File: src/rtl/spi_cmd_pkg.sv
package spi_cmd_pkg;
    typedef enum logic [2:0] {
        ST_IDLE  = 3'd0,
        ST_ALIGN = 3'd1,
        ST_LOAD  = 3'd2,
        ST_WAIT  = 3'd3,
        ST_EDGE  = 3'd4,
        ST_DONE  = 3'd5
    } xfer_state_t;

    localparam logic [1:0] SEL_BUF  = 2'd0;
    localparam logic [1:0] SEL_RATE = 2'd1;
    localparam logic [1:0] SEL_CMD  = 2'd2;
endpackage

File: src/rtl/spi_cmd_decode.sv
module spi_cmd_decode #(
    parameter int CMD_W = 8,
    parameter int BUF_W = 16,
    parameter int LEN_W = $clog2(BUF_W) + 1
) (
    input  logic [CMD_W-1:0] cmd,
    output logic             valid,
    output logic             idle_high,
    output logic [LEN_W-1:0] nbits,
    output logic [LEN_W-1:0] align
);
    localparam int FIELD_W  = $clog2(BUF_W);
    localparam int BIT_FAST = FIELD_W;
    localparam int BIT_MSTR = FIELD_W + 1;
    localparam int BIT_IDLE = FIELD_W + 2;

    logic [FIELD_W-1:0] len_field;

    always_comb begin
        len_field = cmd[FIELD_W-1:0];
        valid     = cmd[BIT_FAST] & cmd[BIT_MSTR];
        idle_high = cmd[BIT_IDLE];
        nbits     = (len_field == '0) ? LEN_W'(BUF_W) : {1'b0, len_field};
        align     = LEN_W'(BUF_W) - nbits;
    end
endmodule

File: src/rtl/spi_half_timer.sv
module spi_half_timer #(
    parameter int RATE_W = 8,
    parameter int CNT_W  = RATE_W + 1
) (
    input  logic              clk,
    input  logic              rst_n,
    input  logic              load,
    input  logic [RATE_W-1:0] rate,
    output logic              expired
);
    logic [CNT_W-1:0] cnt_d, cnt_q;

    always_comb begin
        cnt_d = cnt_q;
        if (load)
            cnt_d = (rate == '0) ? CNT_W'(1 << RATE_W) : {1'b0, rate};
        else if (cnt_q != '0)
            cnt_d = cnt_q - 1'b1;
        expired = (cnt_q == CNT_W'(1));
    end

    always_ff @(posedge clk or negedge rst_n) begin
        if (!rst_n) cnt_q <= '0;
        else        cnt_q <= cnt_d;
    end
endmodule

File: src/rtl/spi_cmd_master.sv
module spi_cmd_master
    import spi_cmd_pkg::*;
#(
    parameter int BUF_W  = 16,
    parameter int CMD_W  = 8,
    parameter int RATE_W = 8
) (
    input  logic              clk,
    input  logic              rst_n,
    input  logic              wr_en,
    input  logic [1:0]        wr_sel,
    input  logic [BUF_W-1:0]  wr_data,
    input  logic              miso,
    output logic              sclk,
    output logic              mosi,
    output logic              ss_n,
    output logic [CMD_W-1:0]  cmd_reg,
    output logic [BUF_W-1:0]  buf_reg,
    output logic [RATE_W-1:0] rate_reg,
    output logic              status_err
);
    localparam int LEN_W = $clog2(BUF_W) + 1;

    typedef struct packed {
        xfer_state_t       st;
        logic [CMD_W-1:0]  cmd;
        logic [RATE_W-1:0] rate;
        logic [BUF_W-1:0]  buff;
        logic              err;
        logic              sclk;
        logic              mosi;
        logic              ss_n;
        logic [LEN_W-1:0]  align;
        logic [LEN_W-1:0]  bits;
        logic              phase;
    } regs_t;

    regs_t q, d;

    logic             dec_valid, dec_idle_high, tmr_load, tmr_expired;
    logic [LEN_W-1:0] dec_nbits, dec_align;

    spi_cmd_decode #(.CMD_W(CMD_W), .BUF_W(BUF_W), .LEN_W(LEN_W)) u_decode (
        .cmd       (q.cmd),
        .valid     (dec_valid),
        .idle_high (dec_idle_high),
        .nbits     (dec_nbits),
        .align     (dec_align)
    );

    spi_half_timer #(.RATE_W(RATE_W)) u_timer (
        .clk     (clk),
        .rst_n   (rst_n),
        .load    (tmr_load),
        .rate    (q.rate),
        .expired (tmr_expired)
    );

    always_comb begin
        d        = q;
        tmr_load = 1'b0;

        if (wr_en && (q.cmd == '0)) begin
            case (wr_sel)
                SEL_BUF:  d.buff = wr_data;
                SEL_RATE: d.rate = wr_data[RATE_W-1:0];
                SEL_CMD:  d.cmd  = wr_data[CMD_W-1:0];
                default:  ;
            endcase
        end

        case (q.st)
            ST_IDLE: begin
                if (q.cmd != '0) begin
                    if (!dec_valid) begin
                        d.err = 1'b1;
                        d.cmd = '0;
                    end else begin
                        d.err   = 1'b0;
                        d.ss_n  = 1'b0;
                        d.sclk  = dec_idle_high;
                        d.bits  = dec_nbits;
                        d.align = dec_align;
                        d.phase = 1'b0;
                        d.st    = (dec_align == '0) ? ST_LOAD : ST_ALIGN;
                    end
                end
            end
            ST_ALIGN: begin
                d.buff  = {q.buff[BUF_W-2:0], 1'b0};
                d.align = q.align - 1'b1;
                if (q.align == LEN_W'(1)) d.st = ST_LOAD;
            end
            ST_LOAD: begin
                tmr_load = 1'b1;
                if (!q.phase) d.mosi = q.buff[BUF_W-1];
                d.st = ST_WAIT;
            end
            ST_WAIT: begin
                if (tmr_expired) d.st = ST_EDGE;
            end
            ST_EDGE: begin
                d.sclk = ~q.sclk;
                if (!q.phase) begin
                    d.buff  = {q.buff[BUF_W-2:0], 1'b0};
                    d.bits  = q.bits - 1'b1;
                    d.phase = 1'b1;
                    d.st    = ST_LOAD;
                end else begin
                    d.buff[0] = miso;
                    d.phase   = 1'b0;
                    d.st      = (q.bits == '0) ? ST_DONE : ST_LOAD;
                end
            end
            ST_DONE: begin
                d.ss_n = 1'b1;
                d.cmd  = '0;
                d.st   = ST_IDLE;
            end
            default: d.st = ST_IDLE;
        endcase
    end

    always_ff @(posedge clk or negedge rst_n) begin
        if (!rst_n) begin
            q      <= '0;
            q.st   <= ST_IDLE;
            q.ss_n <= 1'b1;
        end else begin
            q <= d;
        end
    end

    assign sclk       = q.sclk;
    assign mosi       = q.mosi;
    assign ss_n       = q.ss_n;
    assign cmd_reg    = q.cmd;
    assign buf_reg    = q.buff;
    assign rate_reg   = q.rate;
    assign status_err = q.err;

    AST_CMD_HOLD: assert property (@(posedge clk) disable iff (!rst_n)
        (q.cmd != '0) |=> ((q.cmd == $past(q.cmd)) || (q.cmd == '0)));
    AST_REJECT_QUIET: assert property (@(posedge clk) disable iff (!rst_n)
        $rose(q.err) |-> (q.ss_n && (q.cmd == '0)));
    AST_READY_DESELECT: assert property (@(posedge clk) disable iff (!rst_n)
        (q.cmd == '0) |-> q.ss_n);
    AST_SCLK_PARKED: assert property (@(posedge clk) disable iff (!rst_n)
        (q.ss_n && $past(q.ss_n)) |-> $stable(q.sclk));
endmodule

File: config.mk
export PLATFORM = sky130hd
export DESIGN_NAME = spi_cmd_master
export DESIGN_NICKNAME = d
export VERILOG_FILES = /design/src/rtl/spi_cmd_pkg.sv /design/src/rtl/spi_cmd_decode.sv /design/src/rtl/spi_half_timer.sv /design/src/rtl/spi_cmd_master.sv
export SDC_FILE = /design/constraint.sdc
export NUM_CORES = 1
export LEC_CHECK = 0
export BUFFER_PORTS_ARGS = -buffer_cell sky130_fd_sc_hd__buf_4
export CELL_PAD_IN_SITES_DETAIL_PLACEMENT = 1
export CELL_PAD_IN_SITES_GLOBAL_PLACEMENT = 2
export CORE_MARGIN = 8
export CORE_UTILIZATION = 35
export DETAILED_ROUTE_END_ITERATION = 16
export GPL_ROUTABILITY_DRIVEN = 0
export GPL_TIMING_DRIVEN = 1
export PLACE_DENSITY_LB_ADDON = 0.1
export SYNTH_ARGS = -nofsm -noshare
export SYNTH_HDL_FRONTEND = slang
export SYNTH_SLANG_ARGS = --single-unit
File: constraint.sdc
create_clock -name clk -period 2.4 [get_ports clk]
set_input_delay 0.24 -clock clk [delete_from_list [all_inputs] [get_ports clk]]
set_output_delay 0.24 -clock clk [all_outputs]
set_load 0.05 [all_outputs]
* Word-level counts from Yosys, hierarchy flattened
Cells that the tools add are included.
** Storage, ports and cells
- Register bits :: 59
- Output and inout bits :: 36
- Word-level logic and storage cells :: 92
- Input port bits :: 22
** Operators by class
- Reduce and logical (&&, ||, !) cells :: 25
- Muxes and demuxes :: 33
- Bitwise operators :: 3
- $add $sub $neg :: 4
- Eq/ne operators :: 14
** Operators by type and width (number)
- $mux 32 :: 1
- $pmux 16 s2 :: 1
- $mux 9 :: 3
- $mux 12 :: 2
- $mux 8 :: 3
- $logic_not 8->1 :: 2
- $mux 16 :: 1
- $pmux 8 s2 :: 1
- $mux 15 :: 1
- $mux 3 :: 5
- $pmux 3 s5 :: 1
- $pmux 6 s2 :: 1
- $mux 11 :: 1
- $logic_not 5->1 :: 2
- $mux 5 :: 2
- $ne 2x2->1 const B :: 5
- $pmux 5 s2 :: 1
- $sub 5x1->5 const B :: 2
- $eq 9x1->1 const B :: 1
- $reduce_and 3->1 :: 3
- $reduce_bool 9->1 :: 1
- $sub 9x1->9 const B :: 1
- $reduce_and 2->1 :: 4
- $reduce_and 4->1 :: 2
- other kinds (19) :: 32

* Longest topological paths before layout
Gate-level depths: netlist of the first run.
- Depth in word-level cells :: 8
- Depth in mapped cells :: 7
- Gate-level depth less buffers :: 6

* Hierarchy
From an unflattened synthesis of the first run, not the netlist that was laid out.
** Unflattened totals
- Cells, all modules :: 354
- Area, all modules :: 3409.5 um^2
** Modules (own cells, without submodules)
- spi_cmd_master :: times used 1, area an instance 2703.8 um^2, seq. area each 1252.5 um^2, cells each 269
- spi_half_timer :: times used 1, area an instance 590.6 um^2, seq. area each 225.2 um^2, cells each 67
- spi_cmd_decode :: times used 1, area an instance 115.1 um^2, seq. area each 0.0 um^2, cells each 18

* Least setup slack after synthesis of the first run
No wires, ideal clock.
- Kind :: reg2reg
- Start :: register q (netlist bit cmd_reg[0])
- End :: register q (netlist bit rate_reg[0])
- Setup time :: 0.125 ns
- Arrival time :: 1.692 ns
- Required time :: 2.275 ns
- Path slack :: 0.583 ns
- Stages on the path, launching flop included :: 8
- Period minus slack after synthesis :: 1.817 ns
- Path buffers :: 1
- Path through :: dfrtp_1 inv_1 ha_1 nor3b_2 and2_1 buf_6 nand4b_4 mux2_2
** Between the ends
- Cells in the longest elaborated chain, start to end :: 3
** Ends and longest elaborated chain
- from (decl) :: line spi_cmd_master.sv:38 : regs_t q, d;
- $logic_not 8->1 :: line spi_cmd_master.sv:63 : if (wr_en && (q.cmd == '0)) begin
- $logic_and 1x1->1 :: line spi_cmd_master.sv:63
- $reduce_and 2->1 (no line)
Every way passes these cells.
A chain may end at the register's enable or synchronous reset.

* Final worst setup path of the first run
- Start :: register q[1] (netlist name)
- End :: register q[48] (netlist name)
** Between the ends
- Cells in the longest elaborated chain, start to end :: 4
** Ends and longest elaborated chain
- $logic_not 5->1 :: line spi_cmd_master.sv:112 : d.st = (q.bits == '0) ? ST_DONE : ST_LOAD;
- $mux 3 :: line spi_cmd_master.sv:112
- $mux 3 :: line spi_cmd_master.sv:104 : if (!q.phase) begin
- $pmux 3 s5 :: line spi_cmd_master.sv:72 : case (q.st)
Every way passes these cells.

==> flow_summary.yaml, run 1 <==
finish:
  fill_cells: 1090
  regArea_um2: 1480
  area.growth.synth_to_final_pct: 15.4
  largest_reg_flops: 16
  multi_input_area_um2: 1590
  final_util: 0.411
  n_antenna_cell: 0
  final_layout_size_suffix_gt1_frac: 0.288
  finalNetCount: 406
clock_network:
  clock_latency_ns: 0.33
  postCtsSetupBuffers: 0
  cts_buffers: 9
  cts_root_buf: "clkbuf_8"
  tritoncts: "done"
  cts_htree_levels: 3
  path_clk_slew_ns: 0.07
  clock_path_buffers: 2
  post_cts_resized: 0
  hold_buffers: 1
  cts_sinks: 59
global_route:
  grt_util_met2: 0.219
  grt_util_met3: 0.0436
  antenna_found_initial: 0
  grt_start_max_net_pins: 60
  overflow: 0
  use_met1: 0.193
  grt_pass1_vias: 2755
  grtUsageTotal: 0.144
  grt-busiest-layer: "met2"
  grt_pass1_wl_um: 15000
yosys:
  synth_top_family_by_area: "simple AND/OR/NAND/NOR gates"
  yosys.area_share.simple: 0.173
  ys_seq_area_frac: 0.429
  async_reset_ff_frac: 1.00
  synth_compound_gate_area_share: 0.151
  synth_fp_nets: 377
  ys.flop_type: "dfrtp_1"
  yosys-top-cells-count: "58 x dfrtp_1, 33 x buf_4, 29 x nand2_1, 29 x o21ai_0, 23 x a21oi_1"
  synth-edff-count: 0
  synth-xor-area-share: 0.0153
  ys_ff_latch: 59
  synthTopCellsByArea: "dfrtp_1 42%, buf_4 7.2%, mux2i_1 6.1%"
  synthesis.instances: 348
  ys_types: 61
  synth.area.mux_share: 0.0969
  yosysMostFrequentCell: "dfrtp_1"
  yosysWarnings: 0
  synth_adder_area_share: 0.0254
  avgSynthCellArea_um2: 9.90
  yosys.area.top_type: "dfrtp_1"
  netlist.area_leader.share: 0.421
  syn_area_um2: 3450
critical_path:
  r2r-end: "q[48]"
  cp-start-kind: "flop"
  path_cells: "inv_1 > ha_1 > nor4b_1 > a21oi_1 > a2111oi_0 > o21bai_1"
  ff2ff_setup_slack_ns: 0.18
  startpoint: "q[1]"
  path_class: "reg2reg"
  cp.required_ns: 2.60
  slowest_stage: "nor4b_1"
  slowest_delay_ns: 0.55
  crit_fanout: 4
  reg2regPathDepth: 6
  worstSetupEndpoint: "q[48]"
  worstPathArrival_ns: 2.42
  r2r-start: "q[1]"
  crit_path_end_kind: "flop"
route:
  first_pass_iters: 4
  antenna_left: 0
  via_count: 2564
  via_per_inst: 4.98
  wl_per_cell_um: 17.4
  drt_iter0_markers: 104
  wl_um: 8970
  drc: 0
timing:
  worstMarginPinSlew_ns: 0.772
  tns_ns: 0
  hold_ws_ns: 0.156
  finalCritPeriodShare: 0.925
  relSlewSlack: 0.486
  slew_viol_final: 0
  rsz0062_at_grt: "no"
  setup_viol: 0
  finClkSkew_ns: 0.00784
  fin_crit_ns: 2.22
  hold_viol: 0
  fmax_mhz: 450
placement:
  dp_hpwl_um: 6720
  numPortBuffers: 57
floorplan:
  coreArea_um2: 9680
  dieArea_um2: 13300
  die_h_um: 115
  start_util: 0.356
  num_io_pins: 58
  placementRows: 36
  dieWidth_um: 115
run:
  drv_cap: 0
run_status:
  status: "finished, final reports clean"
power_and_ir_drop:
  p_leak_nw: 1.83
  powerDensity_nw_per_um2: 1670
  ir_drop_mv: 0.806
worst_hold_path:
  hold_class: "in2reg"
[logic make-up after synthesis]
kind of cell,after synthesis
XOR/XNOR,6
adder cells (fa/ha/maj),7
AND/OR/NAND/NOR,100
buffers and inverters,61
AO/OA/AOI/OAI,83
flip-flops,59
multiplexers,32
[how the worst min path moves through the flow]
stage / from / end / cells past startpoint
CTS: miso / buf_reg[0] / 3
detailed placement: rst_n / q[1] / 1
floorplan: rst_n / buf_reg[0] / 0
finish: miso / buf_reg[0] / 3
global route: wr_data[4] / rate_reg[4] / 2
global placement: rst_n / q[2] / 1
[critical path, delay by kind of cell (launching register included)]
family | cells | cell delay, ns
compound gates | 3 | 0.85
fa+ha+maj | 1 | 0.21
buf+inv | 1 | 0.08
flops | 1 | 0.40
simple gates | 1 | 0.55
[metal layers]
metal,up-vias,routed length [um]
met2,46,4030
met1,1246,4380
met3,11,456
met4,0,100
li1,1261,-
met5,-,0
[where the power goes]
group | internal, mW | switching [mW] | leakage (nW)
Clock | 0.507 | 0.419 | 0.0987
Sequential | 1.46 | 0.574 | 0.737
Combinational | 1.35 | 2.32 | 0.996
[area by class of cell]
type	instances	share of cell area
clock inverters	6	0.0160
repair buffers	65	0.123
clock buffers	10	0.0346
multi-input cells	228	0.399
well taps	133	0.0418
flip-flops and latches	59	0.372
inverters	14	0.0132
[layout by cell type (no fill, tap or decap), types with 5 or more instances in the layout]
cell	count
ha_1	7
buf_4	64
o21ai_0	29
xnor2_1	5
or3_1	6
nor3b_1	5
mux2i_1	21
nand3_1	8
inv_1	14
mux2_2	11
a21oi_1	23
nand2_1	29
clkbuf_8	10
nor2_1	20
dfrtp_1	58
[per-stage QoR]
step	cell area (um^2)	total power [mW]	instances	setup slack, ns
after floorplan	3450	5.05	348	0.583
after global placement	3770	5.71	498	0.259
after detailed placement	3770	5.77	498	0.310
after CTS	3980	6.73	515	0.253
after global routing	3980	7.16	515	0.0496
final	3980	6.62	515	0.179
Power figures use the tool's default switching activity.
==> inputs of run 2 (changes only) <==
SETUP_SLACK_MARGIN = 0.3   (was unset)
SLEW_MARGIN = 20   (was unset)
==> run 2 against run 1 <==
- design area up 1.3%
- critical endpoint is now rate_reg[2]
- wire length grew 0.68%
- critical path type unchanged
- via count up 0.62%
- clock-buffer cell count did not move
- critical path depth did not move
- hold slack got worse by 0.0037 ns
- sequential share of layout area down 0.45 points
- largest cell class unchanged
==> flow_summary.yaml, run 2 (synthesis gave the netlist of run 1 again) <==
run_status:
  status: "finished, final reports clean"
timing:
  slew_viol_final: 0
  worstMarginPinSlew_ns: 0.773
  finClkSkew_ns: 0.00858
  tns_ns: 0
  fmax_mhz: 517
  hold_viol: 0
  setup_viol: 0
  finalCritPeriodShare: 0.807
  relSlewSlack: 0.485
  fin_crit_ns: 1.94
  rsz0062_at_grt: "no"
finish:
  final_util: 0.416
  fill_cells: 1090
  multi_input_area_um2: 1620
  regArea_um2: 1480
  finalNetCount: 408
  largest_reg_flops: 16
  final_layout_size_suffix_gt1_frac: 0.305
  area.growth.synth_to_final_pct: 17.0
  mostFrequentLayoutCell: "buf_4"
  final_cell_mix: "65 x buf_4, 57 x dfrtp_1, 29 x nand2_1, 29 x o21ai_0, 23 x a21oi_1"
  n_antenna_cell: 0
floorplan:
  dieWidth_um: 115
  placementRows: 36
  num_io_pins: 58
  dieArea_um2: 13300
  start_util: 0.356
  die_h_um: 115
  coreArea_um2: 9680
run:
  drv_cap: 0
critical_path:
  worstPathArrival_ns: 2.15
  ff2ff_setup_slack_ns: 0.46
  crit_buf_inv: 1
  crit_path_end_kind: "flop"
  critPathTopFamily: "simple AND/OR/NAND/NOR gates"
  cp-start-kind: "flop"
  slowest_stage: "dfrtp_1"
  cp.required_ns: 2.62
  r2r-end: "rate_reg[2]"
  path_cells: "inv_1 > ha_2 > nor3b_4 > and2_4 > nand4b_4 > mux2_2"
  crit_fanout: 8
  r2r-start: "cmd_reg[1]"
  slowest_delay_ns: 0.44
  path_class: "reg2reg"
  reg2regPathDepth: 6
route:
  wl_per_cell_um: 17.5
  via_per_inst: 4.99
  via_count: 2580
  first_pass_iters: 4
  wl_um: 9030
  drt_iter0_markers: 98
  antenna_left: 0
  drc: 0
clock_network:
  cts_sinks: 59
  clock_latency_ns: 0.33
  path_clk_slew_ns: 0.07
  cts_buffers: 9
  cts_root_buf: "clkbuf_8"
  cts_htree_levels: 3
  clock_path_buffers: 2
  tritoncts: "done"
global_route:
  grt_pass1_wl_um: 15100
  grt_start_max_net_pins: 60
  grtUsageTotal: 0.145
  antenna_found_initial: 0
  overflow: 0
  grt_pass1_vias: 2766
placement:
  dp_hpwl_um: 6720
  numPortBuffers: 57
worst_hold_path:
  worstHoldPathCells: 3
  hold_start: "miso"
  hold_class: "in2reg"
  min_to: "buf_reg[0]"
run 2: what timing repair did:
action	4_1_cts	5_1_grt
setup buffers	0	2
hold endpoints to repair	7	0
setup endpoints to repair	5	25
hold buffers	1	0
gates resized for setup	2	8
run 2: per-layer routing:
metal | vias up | routed length [um] | track usage
met5 | - | 0 | 0
met4 | 0 | 97 | 0.0420
met3 | 10 | 491 | 0.0436
met2 | 48 | 4060 | 0.220
met1 | 1256 | 4380 | 0.195
li1 | 1266 | - | -
run 2: worst max path at each step:
stage                             end  cells after the start       start
after floorplan           rate_reg[0]                      7  cmd_reg[0]
after global placement          q[48]                      6        q[1]
after detailed placement  rate_reg[2]                      6  cmd_reg[0]
after CTS                  buf_reg[4]                      7  cmd_reg[0]
after global routing      rate_reg[0]                      6  cmd_reg[1]
final                     rate_reg[2]                      6  cmd_reg[1]
run 2: area by class of cell:
| type | count | share of cell area |
|---|---|---|
| multi-input combinational | 228 | 0.402 |
| timing repair buffer | 67 | 0.126 |
| tap | 133 | 0.0413 |
| clock buffer | 10 | 0.0342 |
| inverter | 14 | 0.0130 |
| sequential | 59 | 0.367 |
| clock inverter | 6 | 0.0158 |
run 2: metrics by stage:
stage	hold slack (ns)	cells	setup slack, ns	area, um^2
2_1_floorplan	-0.0556	348	0.583	3450
3_3_place_gp	0.374	498	0.259	3770
3_5_place_dp	0.368	498	0.310	3770
4_1_cts	0.141	515	0.314	3990
5_1_grt	0.150	517	0.308	4030
6_report	0.153	517	0.464	4030
run 2: worst register-to-register path, cell delays in order (launching register included):
cell      delay [ns]
dfrtp_1         0.44
inv_1           0.10
ha_2            0.23
nor3b_4         0.31
and2_4          0.24
nand4b_4        0.19
mux2_2          0.32
Power of run 2 is not shown: default switching activity piles up to over one toggle a cycle in this logic, so the estimate is an artifact.
